File: config.mk
export PLATFORM = sky130hd
export DESIGN_NAME = chg_det_seq
export DESIGN_NICKNAME = d
export VERILOG_FILES = /design/src/rtl/chg_det_pkg.sv /design/src/rtl/chg_debounce.sv /design/src/rtl/chg_det_fsm.sv /design/src/rtl/chg_det_seq.sv
export SDC_FILE = /design/constraint.sdc
export NUM_CORES = 1
export LEC_CHECK = 0
export CORE_MARGIN = 1
export CORE_UTILIZATION = 50
export DETAILED_ROUTE_END_ITERATION = 8
export PLACE_DENSITY = 0.67
export SKIP_LAST_GASP = 1
export SLEW_MARGIN = 10
export SYNTH_ARGS = -nofsm -noshare
export SYNTH_HDL_FRONTEND = slang
export SYNTH_SLANG_ARGS = --single-unit
File: constraint.sdc
create_clock -name clk_i -period 3.05 [get_ports clk_i]
set_input_delay 0.7625 -clock clk_i [delete_from_list [all_inputs] [get_ports clk_i]]
set_output_delay 0.7625 -clock clk_i [all_outputs]
set_load 0.02 [all_outputs]
File: src/rtl/chg_det_pkg.sv
package chg_det_pkg;
  typedef enum logic [3:0] {
    S_IDLE, S_WAIT, S_IDCHK, S_ACA, S_DCD, S_PRIM, S_SESS, S_HICUR, S_DONE
  } state_e;

  localparam logic [1:0] PT_NONE = 2'b00;
  localparam logic [1:0] PT_SDP  = 2'b01;
  localparam logic [1:0] PT_CDP  = 2'b10;
  localparam logic [1:0] PT_DCP  = 2'b11;

  function automatic int unsigned max2(int unsigned a, int unsigned b);
    return (a > b) ? a : b;
  endfunction
endpackage

File: src/rtl/chg_debounce.sv
module chg_debounce #(
  parameter int unsigned CYC  = 4,
  parameter logic        INIT = 1'b0
) (
  input  logic clk_i,
  input  logic rst_ni,
  input  logic clr_i,
  input  logic in_i,
  output logic q_o
);
  localparam int unsigned CW = $clog2(CYC + 1);

  logic [CW-1:0] cnt_q;

  always_ff @(posedge clk_i or negedge rst_ni) begin
    if (!rst_ni) begin
      q_o   <= INIT;
      cnt_q <= '0;
    end else if (clr_i) begin
      q_o   <= INIT;
      cnt_q <= '0;
    end else if (in_i != q_o) begin
      if (cnt_q == CW'(CYC - 1)) begin
        q_o   <= in_i;
        cnt_q <= '0;
      end else begin
        cnt_q <= cnt_q + 1'b1;
      end
    end else begin
      cnt_q <= '0;  // input came back: restart
    end
  end


  deb_follow_chk: assert property (@(posedge clk_i) disable iff (!rst_ni)
    !$stable(q_o) |-> ($past(clr_i) || (q_o == $past(in_i))));
endmodule

File: src/rtl/chg_det_fsm.sv
module chg_det_fsm
  import chg_det_pkg::*;
#(
  parameter int unsigned IDP_MIN = 8,
  parameter int unsigned DCD_TO  = 89400,
  parameter int unsigned PRIM    = 1792,
  parameter int unsigned HICUR   = 1792,
  parameter int unsigned ACA     = 2300,
  parameter int unsigned SESS    = 53084160
) (
  input  logic       clk_i,
  input  logic       rst_ni,
  input  logic       start_i,
  input  logic       vbus_ok_i,
  input  logic       dp_hi_i,
  input  logic       dm_hi_i,
  input  logic       vdm_ok_i,
  input  logic [2:0] id_hit_i,
  output logic       dp_clr_o,
  output logic       idp_src_en_o,
  output logic       vdp_src_en_o,
  output logic       idm_sink_en_o,
  output logic [1:0] port_type_o,
  output logic       done_o,
  output logic       timeout_o
);
  localparam int unsigned TMAX = max2(max2(max2(IDP_MIN, DCD_TO), max2(PRIM, HICUR)),
                                      max2(ACA, SESS));
  localparam int unsigned TW   = $clog2(TMAX + 1);

  state_e        state_q, state_d;
  logic [TW-1:0] tmr_q;
  logic [1:0]    type_q, type_d;
  logic          to_q, to_d;
  logic          timed;

  assign timed = (state_q == S_ACA) || (state_q == S_DCD) || (state_q == S_PRIM) ||
                 (state_q == S_SESS) || (state_q == S_HICUR);

  always_comb begin
    state_d = state_q;
    type_d  = type_q;
    to_d    = to_q;
    unique case (state_q)
      S_IDLE: if (start_i) begin
        state_d = S_WAIT;
        to_d    = 1'b0;
      end
      S_WAIT: if (vbus_ok_i) state_d = S_IDCHK;
      S_IDCHK: begin
        if (|id_hit_i) begin
          state_d = S_ACA;
          type_d  = id_hit_i[0] ? PT_CDP : (id_hit_i[1] ? PT_DCP : PT_CDP);
        end else begin
          state_d = S_DCD;
        end
      end
      S_ACA: if (tmr_q == TW'(ACA - 1)) state_d = S_DONE;
      S_DCD: begin
        if ((tmr_q >= TW'(IDP_MIN - 1)) && !dp_hi_i) begin
          state_d = S_PRIM;
        end else if (tmr_q == TW'(DCD_TO - 1)) begin
          state_d = S_PRIM;
          to_d    = 1'b1;
        end
      end
      S_PRIM: if (tmr_q == TW'(PRIM - 1)) state_d = vdm_ok_i ? S_HICUR : S_SESS;
      S_SESS: if (tmr_q == TW'(SESS - 1)) begin
        state_d = S_DONE;
        type_d  = PT_SDP;
      end
      S_HICUR: if (tmr_q == TW'(HICUR - 1)) begin
        state_d = S_DONE;
        type_d  = dm_hi_i ? PT_DCP : PT_CDP;
      end
      S_DONE: if (start_i) begin
        state_d = S_WAIT;
        to_d    = 1'b0;
      end
      default: state_d = S_IDLE;
    endcase
    // VBUS loss aborts any state past the initial wait
    if (state_q != S_IDLE && state_q != S_WAIT && !vbus_ok_i) begin
      state_d = S_IDLE;
      to_d    = 1'b0;
    end
  end

  always_ff @(posedge clk_i or negedge rst_ni) begin
    if (!rst_ni) begin
      state_q <= S_IDLE;
      tmr_q   <= '0;
      type_q  <= PT_NONE;
      to_q    <= 1'b0;
    end else begin
      state_q <= state_d;
      type_q  <= type_d;
      to_q    <= to_d;
      if (state_d != state_q) tmr_q <= '0;
      else if (timed)         tmr_q <= tmr_q + 1'b1;
    end
  end

  assign dp_clr_o      = (state_q != S_DCD);
  assign idp_src_en_o  = (state_q == S_DCD);
  assign vdp_src_en_o  = (state_q == S_PRIM);
  assign idm_sink_en_o = (state_q == S_PRIM);
  assign done_o        = (state_q == S_DONE);
  assign port_type_o   = done_o ? type_q : PT_NONE;
  assign timeout_o     = to_q;


  dcd_needs_vbus_chk: assert property (@(posedge clk_i) disable iff (!rst_ni)
    $rose(idp_src_en_o) |-> $past(vbus_ok_i));

  prim_after_dcd_chk: assert property (@(posedge clk_i) disable iff (!rst_ni)
    $rose(vdp_src_en_o) |-> $past(idp_src_en_o));

  timeout_src_chk: assert property (@(posedge clk_i) disable iff (!rst_ni)
    $rose(timeout_o) |-> ($past(state_q) == S_DCD));

  done_hold_chk: assert property (@(posedge clk_i) disable iff (!rst_ni)
    $fell(done_o) |-> ($past(start_i) || !$past(vbus_ok_i)));
endmodule

File: src/rtl/chg_det_seq.sv
module chg_det_seq #(
  parameter int unsigned VBUS_DEB = 459,
  parameter int unsigned IDP_MIN  = 8,
  parameter int unsigned DCD_TO   = 89400,
  parameter int unsigned PRIM     = 1792,
  parameter int unsigned HICUR    = 1792,
  parameter int unsigned VDM_DEB  = 760,
  parameter int unsigned SE_DEB   = 1520,
  parameter int unsigned ID_DEB   = 1520,
  parameter int unsigned ACA      = 2300,
  parameter int unsigned SESS     = 53084160
) (
  input  logic       clk_i,
  input  logic       rst_ni,
  input  logic       start_i,
  input  logic       vbus_vld_i,
  input  logic       dp_se_i,
  input  logic       dm_se_i,
  input  logic       vdm_cmp_i,
  input  logic       id_ra_i,
  input  logic       id_rb_i,
  input  logic       id_rc_i,
  output logic       idp_src_en_o,
  output logic       vdp_src_en_o,
  output logic       idm_sink_en_o,
  output logic [1:0] port_type_o,
  output logic       done_o,
  output logic       timeout_o
);
  logic       vbus_ok, vdm_ok, dp_clr;
  logic [1:0] se_raw, se_clr, se_ok;
  logic [2:0] id_raw, id_ok;

  assign se_raw = {dm_se_i, dp_se_i};
  assign se_clr = {1'b0, dp_clr};
  assign id_raw = {id_rc_i, id_rb_i, id_ra_i};

  chg_debounce #(.CYC(VBUS_DEB), .INIT(1'b0)) u_vbus_deb (
    .clk_i, .rst_ni, .clr_i(1'b0), .in_i(vbus_vld_i), .q_o(vbus_ok));

  chg_debounce #(.CYC(VDM_DEB), .INIT(1'b0)) u_vdm_deb (
    .clk_i, .rst_ni, .clr_i(1'b0), .in_i(vdm_cmp_i), .q_o(vdm_ok));

  // index 0: DP starts from "no contact" (high); index 1: DM
  for (genvar g = 0; g < 2; g++) begin : g_se
    chg_debounce #(.CYC(SE_DEB), .INIT(g == 0)) u_deb (
      .clk_i, .rst_ni, .clr_i(se_clr[g]), .in_i(se_raw[g]), .q_o(se_ok[g]));
  end

  for (genvar g = 0; g < 3; g++) begin : g_id
    chg_debounce #(.CYC(ID_DEB), .INIT(1'b0)) u_deb (
      .clk_i, .rst_ni, .clr_i(1'b0), .in_i(id_raw[g]), .q_o(id_ok[g]));
  end

  chg_det_fsm #(
    .IDP_MIN(IDP_MIN), .DCD_TO(DCD_TO), .PRIM(PRIM),
    .HICUR(HICUR), .ACA(ACA), .SESS(SESS)
  ) u_fsm (
    .clk_i, .rst_ni, .start_i,
    .vbus_ok_i(vbus_ok), .dp_hi_i(se_ok[0]), .dm_hi_i(se_ok[1]),
    .vdm_ok_i(vdm_ok), .id_hit_i(id_ok), .dp_clr_o(dp_clr),
    .idp_src_en_o, .vdp_src_en_o, .idm_sink_en_o,
    .port_type_o, .done_o, .timeout_o
  );
endmodule

==> results of run 1 <==
[worst register-to-register path, cell delays in order (launching register included)]
cell	delay [ns]
dfrtp_1	0.62
nand2b_1	0.21
nor2_1	0.28
a22o_1	0.20
a31oi_1	0.05
a211oi_1	0.71
a211oi_4	0.21
nor4_1	0.38
[state kept, by name, summed over array words and instances, names as in the netlist]
register,flops
g_se.u_deb.q_o,2
u_vdm_deb.q_o,1
u_vdm_deb.cnt_q,10
u_vbus_deb.cnt_q,9
g_id.u_deb.q_o,3
u_fsm.timeout_o,1
g_se.u_deb.cnt_q,22
u_fsm.tmr_q,26
u_fsm.type_q,2
g_id.u_deb.cnt_q,33
u_vbus_deb.q_o,1
u_fsm.state_q,4
[Yosys cell counts, drive strengths merged (4+ instances only)]
cell type  instances
nand2             37
nor4              37
ha                 9
nor2              92
xor2              62
clkbuf             7
nand4             34
or3                7
nand2b             4
inv                8
and2              12
mux2               6
a21oi             12
xnor2             24
and3              20
buf               15
dfrtp            113
o21ai             12
nor3               6
nand3             28
and4              13
[power by group]
group          internal [mW]  total, mW  switching (mW)
Sequential              1.60       1.72           0.118
Clock                   1.20       1.89           0.693
Combinational          0.317      0.927           0.610
[worst max path at each step]
stage | endpoint | cells after the start | startpoint
after floorplan | port_type_o[0] | 3 | u_fsm.state_q[2]$_DFF_PN0_
after global placement | u_fsm.tmr_q[3]$_DFFE_PN0P_ | 8 | start_i
after detailed placement | u_fsm.tmr_q[5]$_DFFE_PN0P_ | 8 | start_i
after CTS | port_type_o[0] | 4 | u_fsm.state_q[2]$_DFF_PN0_
after global routing | vdp_src_en_o | 3 | u_fsm.state_q[0]$_DFF_PN0_
final | vdp_src_en_o | 3 | u_fsm.state_q[0]$_DFF_PN0_
[per-stage QoR]
stage | std cells | setup slack (ns) | util, %
after global placement | 741 | -0.149 | 54.0
final | 774 | 0.0908 | 59.3
after global routing | 774 | 0.0118 | 59.3
after CTS | 773 | 0.0391 | 59.0
after floorplan | 593 | 0.373 | -
after detailed placement | 741 | -0.238 | 54.0
[repair_timing]
action                                  CTS  global route
gates resized for setup                   0             3
hold buffers                              0             0
endpoints found under the setup margin    0            28
buffers inserted                          0             0
[routing by layer]
metal / up-vias / part of all wire [%] / GRT usage [%]
li1: 2159 / - / -
met1: 2153 / 46 / 27.5
met2: 90 / 48 / 35.2
met3: 21 / 3.9 / 6.94
met4: 0 / 1.9 / 10.5
met5: - / 0 / 0
[cell type report]
cell class / instances / share of cell area (%)
Multi-Input combinational cell: 450 / 42.6
Clock buffer: 24 / 7.27
Timing Repair Buffer: 27 / 3.74
Inverter: 8 / 0.444
Clock inverter: 8 / 1.15
Sequential cell: 114 / 42.2
Tap cell: 143 / 2.64
[logic make-up after synthesis]
| group | share of synthesized area, % |
|---|---|
| and+or+nand+nor | 27.4 |
| xor gates and xnor gates | 12.8 |
| DFF | 48.6 |
| buffers and inverters | 2.75 |
| AOI/OAI and AO/OA | 4.99 |
| adders and majority gates | 1.92 |
| muxes | 1.49 |
==> impl_metrics.py, run 1 <==
metrics = {
    "timing": {
        "whs_ns": 0.370,
        "rsz0062_at_grt": "no",
        "slew_headroom_pct": 48.1,
        "worst_pin_slew_ns": 0.774,
        "finalHoldViolCount": 0,
        "finClkSkew_ns": 0.00892,
        "final.setup.tns_ns": 0,
        "finalMaxSlewViolations": 0,
        "fmax_mhz": 338,
        "setup_viol": 0,
        "fin_crit_sh_pct": 97.0,
        "min_period_ns": 2.96,
    },
    "critical_path": {
        "crit_chain": "nand2b_1 > nor2_1 > clkdlybuf4s50_1",
        "worst_setup_path_start_kind": "flop",
        "crit_type": "reg -> out",
        "crit_path_top_delay_cell": "clkdlybuf4s50_1",
        "timing.rr.end": "u_fsm.tmr_q[24]$_DFFE_PN0P_",
        "r2r_slack_ns": 0.27,
        "crit_buf_inv": 1,
        "cp_max_fo": 12,
        "worstPathRequired_ns": 2.29,
        "r2r-start": "u_fsm.state_q[0]$_DFF_PN0_",
        "r2r_cells": 7,
        "path_delay_family": "buffers and inverters",
        "cp_slowest_stage_delay_ns": 0.66,
        "cp-end-kind": "output port",
        "worstPathArrival_ns": 2.20,
    },
    "place": {
        "gp_congestion": 0.840,
        "dp_hpwl_mm": 7.86,
        "place_area_um2": 6170,
        "io_buffers": 16,
    },
    "logic_synthesis": {
        "synth_flop_cell": "dfrtp_1",
        "ys_seq_elements": 114,
        "synthCells": 593,
        "synth.cell_area_um2": 5870,
        "netlist.area_leader.share_pct": 48.2,
        "synth_largest_area_cell": "dfrtp_1",
        "synth_cell_types": 54,
        "yosysWarnings": 0,
        "synth-edff-count": 0,
        "yosys-top-cells-area": "dfrtp_1 48%, xor2_1 9.3%, nor2_1 5.8%, nor4_1 3.7%, nand4_1 3.6%",
        "syn_nets": 612,
        "async_flop_share_pct": 100,
        "ys_seq_area_share_pct": 48.6,
        "synth.avg_cell_area_um2": 9.90,
    },
    "global_routing": {
        "grt_pass1_wl_mm": 20.5,
        "grt_pass1_vias": 4491,
        "track_usage_pct": 22.2,
        "antenna_found_initial": 0,
        "overflow": 0,
        "grt_max_degree": 53,
    },
    "floorplanning": {
        "ios": 17,
        "die_w_um": 110,
        "core_um2": 11400,
        "dieArea_um2": 12200,
        "floorplan.rows": 39,
        "start_util_pct": 51.4,
        "die_y_um": 110,
    },
    "run": {
        "drv_cap": 0,
    },
    "drt": {
        "wl_per_cell_um": 15.9,
        "dr.pass1.iters": 4,
        "drtIter0Drc": 291,
        "drc": 0,
        "vias": 4423,
        "final_antenna_net_count": 0,
        "via_per_inst": 5.71,
        "wirelength_mm": 12.3,
    },
    "layout": {
        "nets": 637,
        "fillerInstances": 994,
        "num_antenna_cells": 0,
        "fin_area_um2": 6770,
        "final_cell_mix": "112 x dfrtp_1, 91 x nor2_1, 62 x xor2_1, 37 x nand2_1, 35 x nor4_1",
        "area_growth_pct": 15.3,
        "layout_commonest_cell": "dfrtp_1",
        "multi_input_area_um2": 2880,
        "drive_gt1_share_pct": 9.67,
        "regArea_um2": 2860,
    },
    "clock_network": {
        "path_clk_slew_ns": 0.05,
        "cts-root-buf": "clkbuf_16",
        "htreeDepth": 4,
        "cts_buffers": 17,
        "cts_tree": "done",
        "clock_latency_ns": 0.42,
        "clock-sinks": 114,
        "clockBufferDepth": 2,
    },
    "power": {
        "ir_drop_mv": 0.595,
        "power.density_nw_per_um2": 671,
        "p_leak_nw": 2.90,
        "power_mw": 4.54,
    },
    "worst_hold_path": {
        "hold_path.class": "in -> async",
    },
    "run_status": {
        "status": "completed",
    },
}
No activity file was read; power rests on OpenSTA's default activity.
==> run 2, diff against run 1 <==
--- a/config.mk
+++ b/config.mk
@@ -8,7 +8,7 @@
 export CORE_MARGIN = 1
 export CORE_UTILIZATION = 50
 export DETAILED_ROUTE_END_ITERATION = 8
-export PLACE_DENSITY = 0.67
+export PLACE_DENSITY = 0.76
 export SKIP_LAST_GASP = 1
 export SLEW_MARGIN = 10
 export SYNTH_ARGS = -nofsm -noshare
==> run 2 against run 1 <==
  * Sequential cell count unchanged
  * Non-clock buffer count shrank 2
  * First-iteration DRC count grew 46%
==> impl_metrics.py, run 2 (synthesis gave the netlist of run 1 again) <==
metrics = {
    "drt": {
        "drtIter0Drc": 424,
        "drc": 0,
        "dr.pass1.iters": 5,
        "wl_per_cell_um": 15.5,
        "final_antenna_net_count": 0,
        "vias": 4470,
        "wirelength_mm": 11.9,
        "via_per_inst": 5.81,
    },
    "timing": {
        "worst_slack_ns": 0.141,
        "finalHoldViolCount": 0,
        "slew_headroom_pct": 45.5,
        "finalMaxSlewViolations": 0,
        "min_period_ns": 2.91,
        "fmax_mhz": 344,
        "fin_crit_sh_pct": 95.4,
        "setup_viol": 0,
        "whs_ns": 0.381,
        "finClkSkew_ns": 0.00776,
        "worst_pin_slew_ns": 0.812,
    },
    "layout": {
        "reg_top3": "g_id.u_deb.cnt_q x33, u_fsm.tmr_q x26, g_se.u_deb.cnt_q x22",
        "drive_gt1_share_pct": 9.09,
        "num_antenna_cells": 0,
        "nets": 635,
        "largest_reg_flops": 33,
        "layout_commonest_cell": "dfrtp_1",
        "fin_area_um2": 6720,
        "area_growth_pct": 14.4,
        "final_util_pct": 58.8,
        "regMostFlops": "g_id.u_deb.cnt_q",
        "final_cell_mix": "112 x dfrtp_1, 91 x nor2_1, 62 x xor2_1, 37 x nand2_1, 35 x nor4_1",
    },
    "critical_path": {
        "r2r_cells": 7,
        "path_delay_family": "buffers and inverters",
        "worst_setup_path_start_kind": "flop",
        "crit_chain": "nor4b_2 > buf_4 > and2_1 > clkdlybuf4s50_1",
        "cp_slowest_stage_delay_ns": 0.59,
        "crit_type": "reg -> out",
        "worst-path-stages": 4,
        "cp_max_fo": 14,
        "worstPathArrival_ns": 2.15,
        "worstPathRequired_ns": 2.29,
        "crit_path_top_delay_cell": "clkdlybuf4s50_1",
        "cp-end-kind": "output port",
        "crit_buf_inv": 2,
    },
    "power": {
        "p_leak_nw": 2.88,
        "ir_drop_mv": 0.622,
        "power.density_nw_per_um2": 656,
    },
    "global_routing": {
        "use_met2_pct": 34.1,
        "grt_pass1_vias": 4231,
        "track_usage_pct": 21.2,
        "antenna_found_initial": 0,
        "grt_max_degree": 50,
        "grt_busiest_layer": "met2",
        "grtUsageMet3_pct": 6.76,
        "grt_pass1_wl_mm": 19.6,
        "grt_util_met1_pct": 27.1,
        "overflow": 0,
    },
    "clock_network": {
        "clock_latency_ns": 0.41,
        "cts-root-buf": "clkbuf_16",
        "htreeDepth": 4,
        "clock-sinks": 114,
        "cts_buffers": 17,
        "path_clk_slew_ns": 0.05,
        "cts_tree": "done",
        "clockBufferDepth": 2,
    },
    "place": {
        "place_area_um2": 6150,
        "dp_hpwl_mm": 7.93,
        "gp_congestion": 0.860,
        "io_buffers": 16,
        "dp_slack_ns": -0.150,
    },
    "worst_hold_path": {
        "hold_path.class": "in -> async",
    },
    "floorplanning": {
        "die_w_um": 110,
        "ios": 17,
        "core_um2": 11400,
        "floorplan.rows": 39,
        "start_util_pct": 51.4,
        "dieArea_um2": 12200,
        "die_y_um": 110,
    },
    "run": {
        "drv_cap": 0,
    },
    "run_status": {
        "status": "completed",
    },
}
run 2: changes by cell type in the layout (fill, tap and decap cells not counted):
cell / before / now
bufinv_16: 1 / 0
buf_4: 11 / 9
clkbuf_8: 4 / 5
clkinv_2: 3 / 4
clkinv_4: 2 / 0
clkinvlp_4: 2 / 1
run 2: metrics by stage:
step / setup TNS, ns / power [mW] / cells
CTS: 0 / 4.37 / 769
global placement: -3.26 / 2.54 / 739
finish: 0 / 4.40 / 770
global route: -0.00799 / 4.61 / 770
floorplan: 0 / 2.37 / 593
detailed placement: -3.42 / 2.58 / 739
run 2: cell type report:
| cell class | count | area (um^2) |
|---|---|---|
| clock buffer | 25 | 505 |
| clock inverter | 5 | 27.5 |
| fill | 963 | 4700 |
| sequential | 114 | 2860 |
| tap | 143 | 179 |
| inverter | 8 | 30.0 |
| timing repair buffer | 25 | 238 |
| multi-input combinational | 450 | 2880 |
run 2: routing by layer:
| layer | wire, um | up-vias |
|---|---|---|
| met3 | 484 | 25 |
| met1 | 5420 | 2184 |
| met2 | 5730 | 99 |
| met4 | 267 | 0 |
| li1 | - | 2162 |
| met5 | 0 | - |
run 2: final timing paths:
check	slack [ns]	endpoint	startpoint
worst max-delay path	0.14	port_type_o[1]	u_fsm.state_q[2]$_DFF_PN0_
worst min-delay path	0.38	u_fsm.tmr_q[13]$_DFFE_PN0P_	rst_ni
worst max register to register	0.33	u_fsm.tmr_q[14]$_DFFE_PN0P_	u_fsm.state_q[2]$_DFF_PN0_
worst min register to register	0.45	g_se[0].u_deb.cnt_q[0]$_DFF_PN0_	g_se[0].u_deb.cnt_q[0]$_DFF_PN0_
max in group asynchronous	1.95	g_id[1].u_deb.cnt_q[8]$_DFF_PN0_	rst_ni
min in group clk_i	0.45	g_se[0].u_deb.cnt_q[0]$_DFF_PN0_	g_se[0].u_deb.cnt_q[0]$_DFF_PN0_
run 2: report_power, final:
part / leakage (nW) / switching [mW] / internal (mW)
clock network: 0.265 / 0.644 / 1.13
logic: 1.07 / 0.574 / 0.310
registers: 1.54 / 0.142 / 1.60
total: 2.88 / 1.36 / 3.04
run 2: timing repair:
item,in CTS,in global routing
endpoints found under the hold margin,0,0
buffers inserted,0,0
hold buffers,0,0
setup endpoints to repair,0,28
resized for setup,0,3
run 2: worst register-to-register path, stage by stage, from the launching register on:
cell	delay (ns)
dfrtp_1	0.61
nand2b_1	0.18
nor2_1	0.27
a22o_1	0.19
a31oi_1	0.05
a211oi_1	0.73
a211oi_4	0.20
nor4_1	0.37
==> run 3, diff against run 2 <==
--- a/config.mk
+++ b/config.mk
@@ -5,10 +5,12 @@
 export SDC_FILE = /design/constraint.sdc
 export NUM_CORES = 1
 export LEC_CHECK = 0
-export CORE_MARGIN = 1
+export CORE_MARGIN = 2
 export CORE_UTILIZATION = 50
 export DETAILED_ROUTE_END_ITERATION = 8
-export PLACE_DENSITY = 0.76
+export DONT_BUFFER_PORTS = 1
+export PLACE_DENSITY = 0.74
+export SETUP_SLACK_MARGIN = 0.4
 export SKIP_LAST_GASP = 1
 export SLEW_MARGIN = 10
 export SYNTH_ARGS = -nofsm -noshare
==> run 3 against run 2 <==
  * Via count decreased by 0.63%
  * Setup slack improved by 0.38 ns
  * Sequential power about the same
  * Combinational power up 7.2%
  * Register-to-register slack improved by 0.26 ns
  * Cell count shrank 1.6%
  * Global-route usage down 0.99 points
  * Clock skew is 0.0037 ns higher
  * Critical path type unchanged
  * Largest cell class unchanged
  * Largest power group unchanged
==> impl_metrics.py, run 3 (synthesis gave the netlist of run 1 again) <==
metrics = {
    "floorplanning": {
        "start_util_pct": 51.4,
        "ios": 17,
        "die_y_um": 112,
        "die_w_um": 112,
        "core_um2": 11400,
        "floorplan.rows": 39,
        "dieArea_um2": 12600,
    },
    "timing": {
        "fin_crit_sh_pct": 83.0,
        "rsz0062_at_grt": "no",
        "min_period_ns": 2.53,
        "worst_pin_slew_ns": 0.594,
        "slew_headroom_pct": 60.1,
        "worst_slack_ns": 0.520,
        "finClkSkew_ns": 0.0115,
        "fmax_mhz": 395,
        "finalHoldViolCount": 0,
        "finalMaxSlewViolations": 0,
        "setup_viol": 0,
        "final.setup.tns_ns": 0,
    },
    "global_routing": {
        "grtUsageMet3_pct": 6.05,
        "track_usage_pct": 20.3,
        "use_met2_pct": 30.4,
        "grt_util_met1_pct": 27.9,
        "grt_busiest_layer": "met2",
        "overflow": 0,
        "grt_pass1_vias": 4295,
        "antenna_found_initial": 0,
        "grt_pass1_wl_mm": 20.6,
        "grt_max_degree": 115,
    },
    "run_status": {
        "status": "completed",
    },
    "layout": {
        "final_cell_mix": "112 x dfrtp_1, 91 x nor2_1, 62 x xor2_1, 37 x nand2_1, 34 x nand4_1",
        "fillerInstances": 927,
        "drive_gt1_share_pct": 10.9,
        "area_growth_pct": 14.3,
        "regMostFlops": "g_id.u_deb.cnt_q",
        "num_antenna_cells": 0,
        "reg_top3": "g_id.u_deb.cnt_q x33, u_fsm.tmr_q x26, g_se.u_deb.cnt_q x22",
        "nets": 621,
        "largest_reg_flops": 33,
        "layout_commonest_cell": "dfrtp_1",
    },
    "clock_network": {
        "clock-sinks": 114,
        "cts_buffers": 17,
        "clock_latency_ns": 0.41,
        "htreeDepth": 4,
        "cts_tree": "done",
        "hold_buffers": 0,
        "clockBufferDepth": 2,
        "cts-root-buf": "clkbuf_16",
        "path_clk_slew_ns": 0.05,
    },
    "drt": {
        "drtIter0Drc": 473,
        "final_antenna_net_count": 0,
        "dr.pass1.iters": 6,
        "via_per_inst": 5.86,
        "wirelength_mm": 12.0,
        "wl_per_cell_um": 15.8,
        "drc": 0,
        "vias": 4442,
    },
    "critical_path": {
        "crit_type": "reg -> out",
        "cp_max_fo": 13,
        "cp-endpoint": "idp_src_en_o",
        "cp-end-kind": "output port",
        "timing.rr.end": "u_fsm.tmr_q[16]$_DFFE_PN0P_",
        "r2r-start": "u_fsm.state_q[3]$_DFF_PN0_",
        "cp-startpoint": "u_fsm.state_q[3]$_DFF_PN0_",
        "r2r_cells": 8,
        "worst_setup_path_start_kind": "flop",
        "worstPathRequired_ns": 2.29,
        "worstPathArrival_ns": 1.77,
        "r2r_slack_ns": 0.59,
    },
    "run": {
        "drv_cap": 0,
    },
    "power": {
        "p_leak_nw": 2.87,
        "ir_drop_mv": 0.537,
        "power.density_nw_per_um2": 705,
    },
    "place": {
        "dp_slack_ns": 0.115,
        "io_buffers": 0,
        "dp_hpwl_mm": 7.61,
        "gp_congestion": 0.881,
    },
    "worst_hold_path": {
        "hold_path.class": "in -> async",
    },
}
[run 3: where the power goes]
group	internal (mW)	switching (mW)
clock	1.39	0.634
sequential	1.60	0.149
combinational	0.376	0.574
[run 3: cell type report]
| class | instances | area [um^2] | share of cell area (%) |
|---|---|---|---|
| Clock buffer | 28 | 517 | 7.70 |
| Clock inverter | 4 | 95.1 | 1.42 |
| Inverter | 8 | 30.0 | 0.448 |
| Multi-Input combinational cell | 450 | 2940 | 43.8 |
| Sequential cell | 114 | 2860 | 42.6 |
| Tap cell | 143 | 179 | 2.67 |
| Timing Repair Buffer | 11 | 95.1 | 1.42 |
[run 3: through the flow]
stage                     power (mW)  util (%)  cells  hold slack, ns  cell area (um^2)
after floorplan                 2.37         -    593           0.424              5880
after global placement          2.46      52.4    722           0.437              5980
after detailed placement        2.49      52.4    722           0.446              5980
after CTS                       4.61      58.0    755          0.0280              6620
after global routing            4.95      58.8    758          0.0261              6710
final                           4.73      58.8    758          0.0444              6710
[run 3: per-layer routing]
metal / routed length (um) / share of wire, % / up-vias
met2: 5620 / 47 / 120
met5: 0 / 0 / -
met1: 5570 / 46 / 2160
met3: 628 / 5.2 / 20
met4: 184 / 1.5 / 0
li1: - / - / 2142
[run 3: what timing repair did]
action / in CTS / in global routing
cloned: 1 / 0
setup buffers: 0 / 3
pin swaps: 1 / 2
endpoints found under the setup margin: 26 / 28
resized for setup: 2 / 12
[run 3: worst min-delay path by stage]
| stage | start | to | slack [ns] | cells after the start |
|---|---|---|---|---|
| after detailed placement | g_se[0].u_deb.cnt_q[0]$_DFF_PN0_ | g_se[0].u_deb.cnt_q[0]$_DFF_PN0_ | 0.45 | 1 |
| after CTS | rst_ni | u_fsm.tmr_q[15]$_DFFE_PN0P_ | 0.03 | 0 |
| after global routing | rst_ni | u_fsm.tmr_q[15]$_DFFE_PN0P_ | 0.03 | 0 |
| after floorplan | g_se[0].u_deb.cnt_q[0]$_DFF_PN0_ | g_se[0].u_deb.cnt_q[0]$_DFF_PN0_ | 0.42 | 1 |
| after global placement | g_se[0].u_deb.cnt_q[0]$_DFF_PN0_ | g_se[0].u_deb.cnt_q[0]$_DFF_PN0_ | 0.44 | 1 |
| final | rst_ni | u_fsm.tmr_q[16]$_DFFE_PN0P_ | 0.04 | 0 |
[run 3: worst max-delay path, stage by stage (launching register included)]
cell	delay, ns
dfrtp_1	0.54
nand2b_1	0.28
nor3_1	0.29
buf_4	0.25
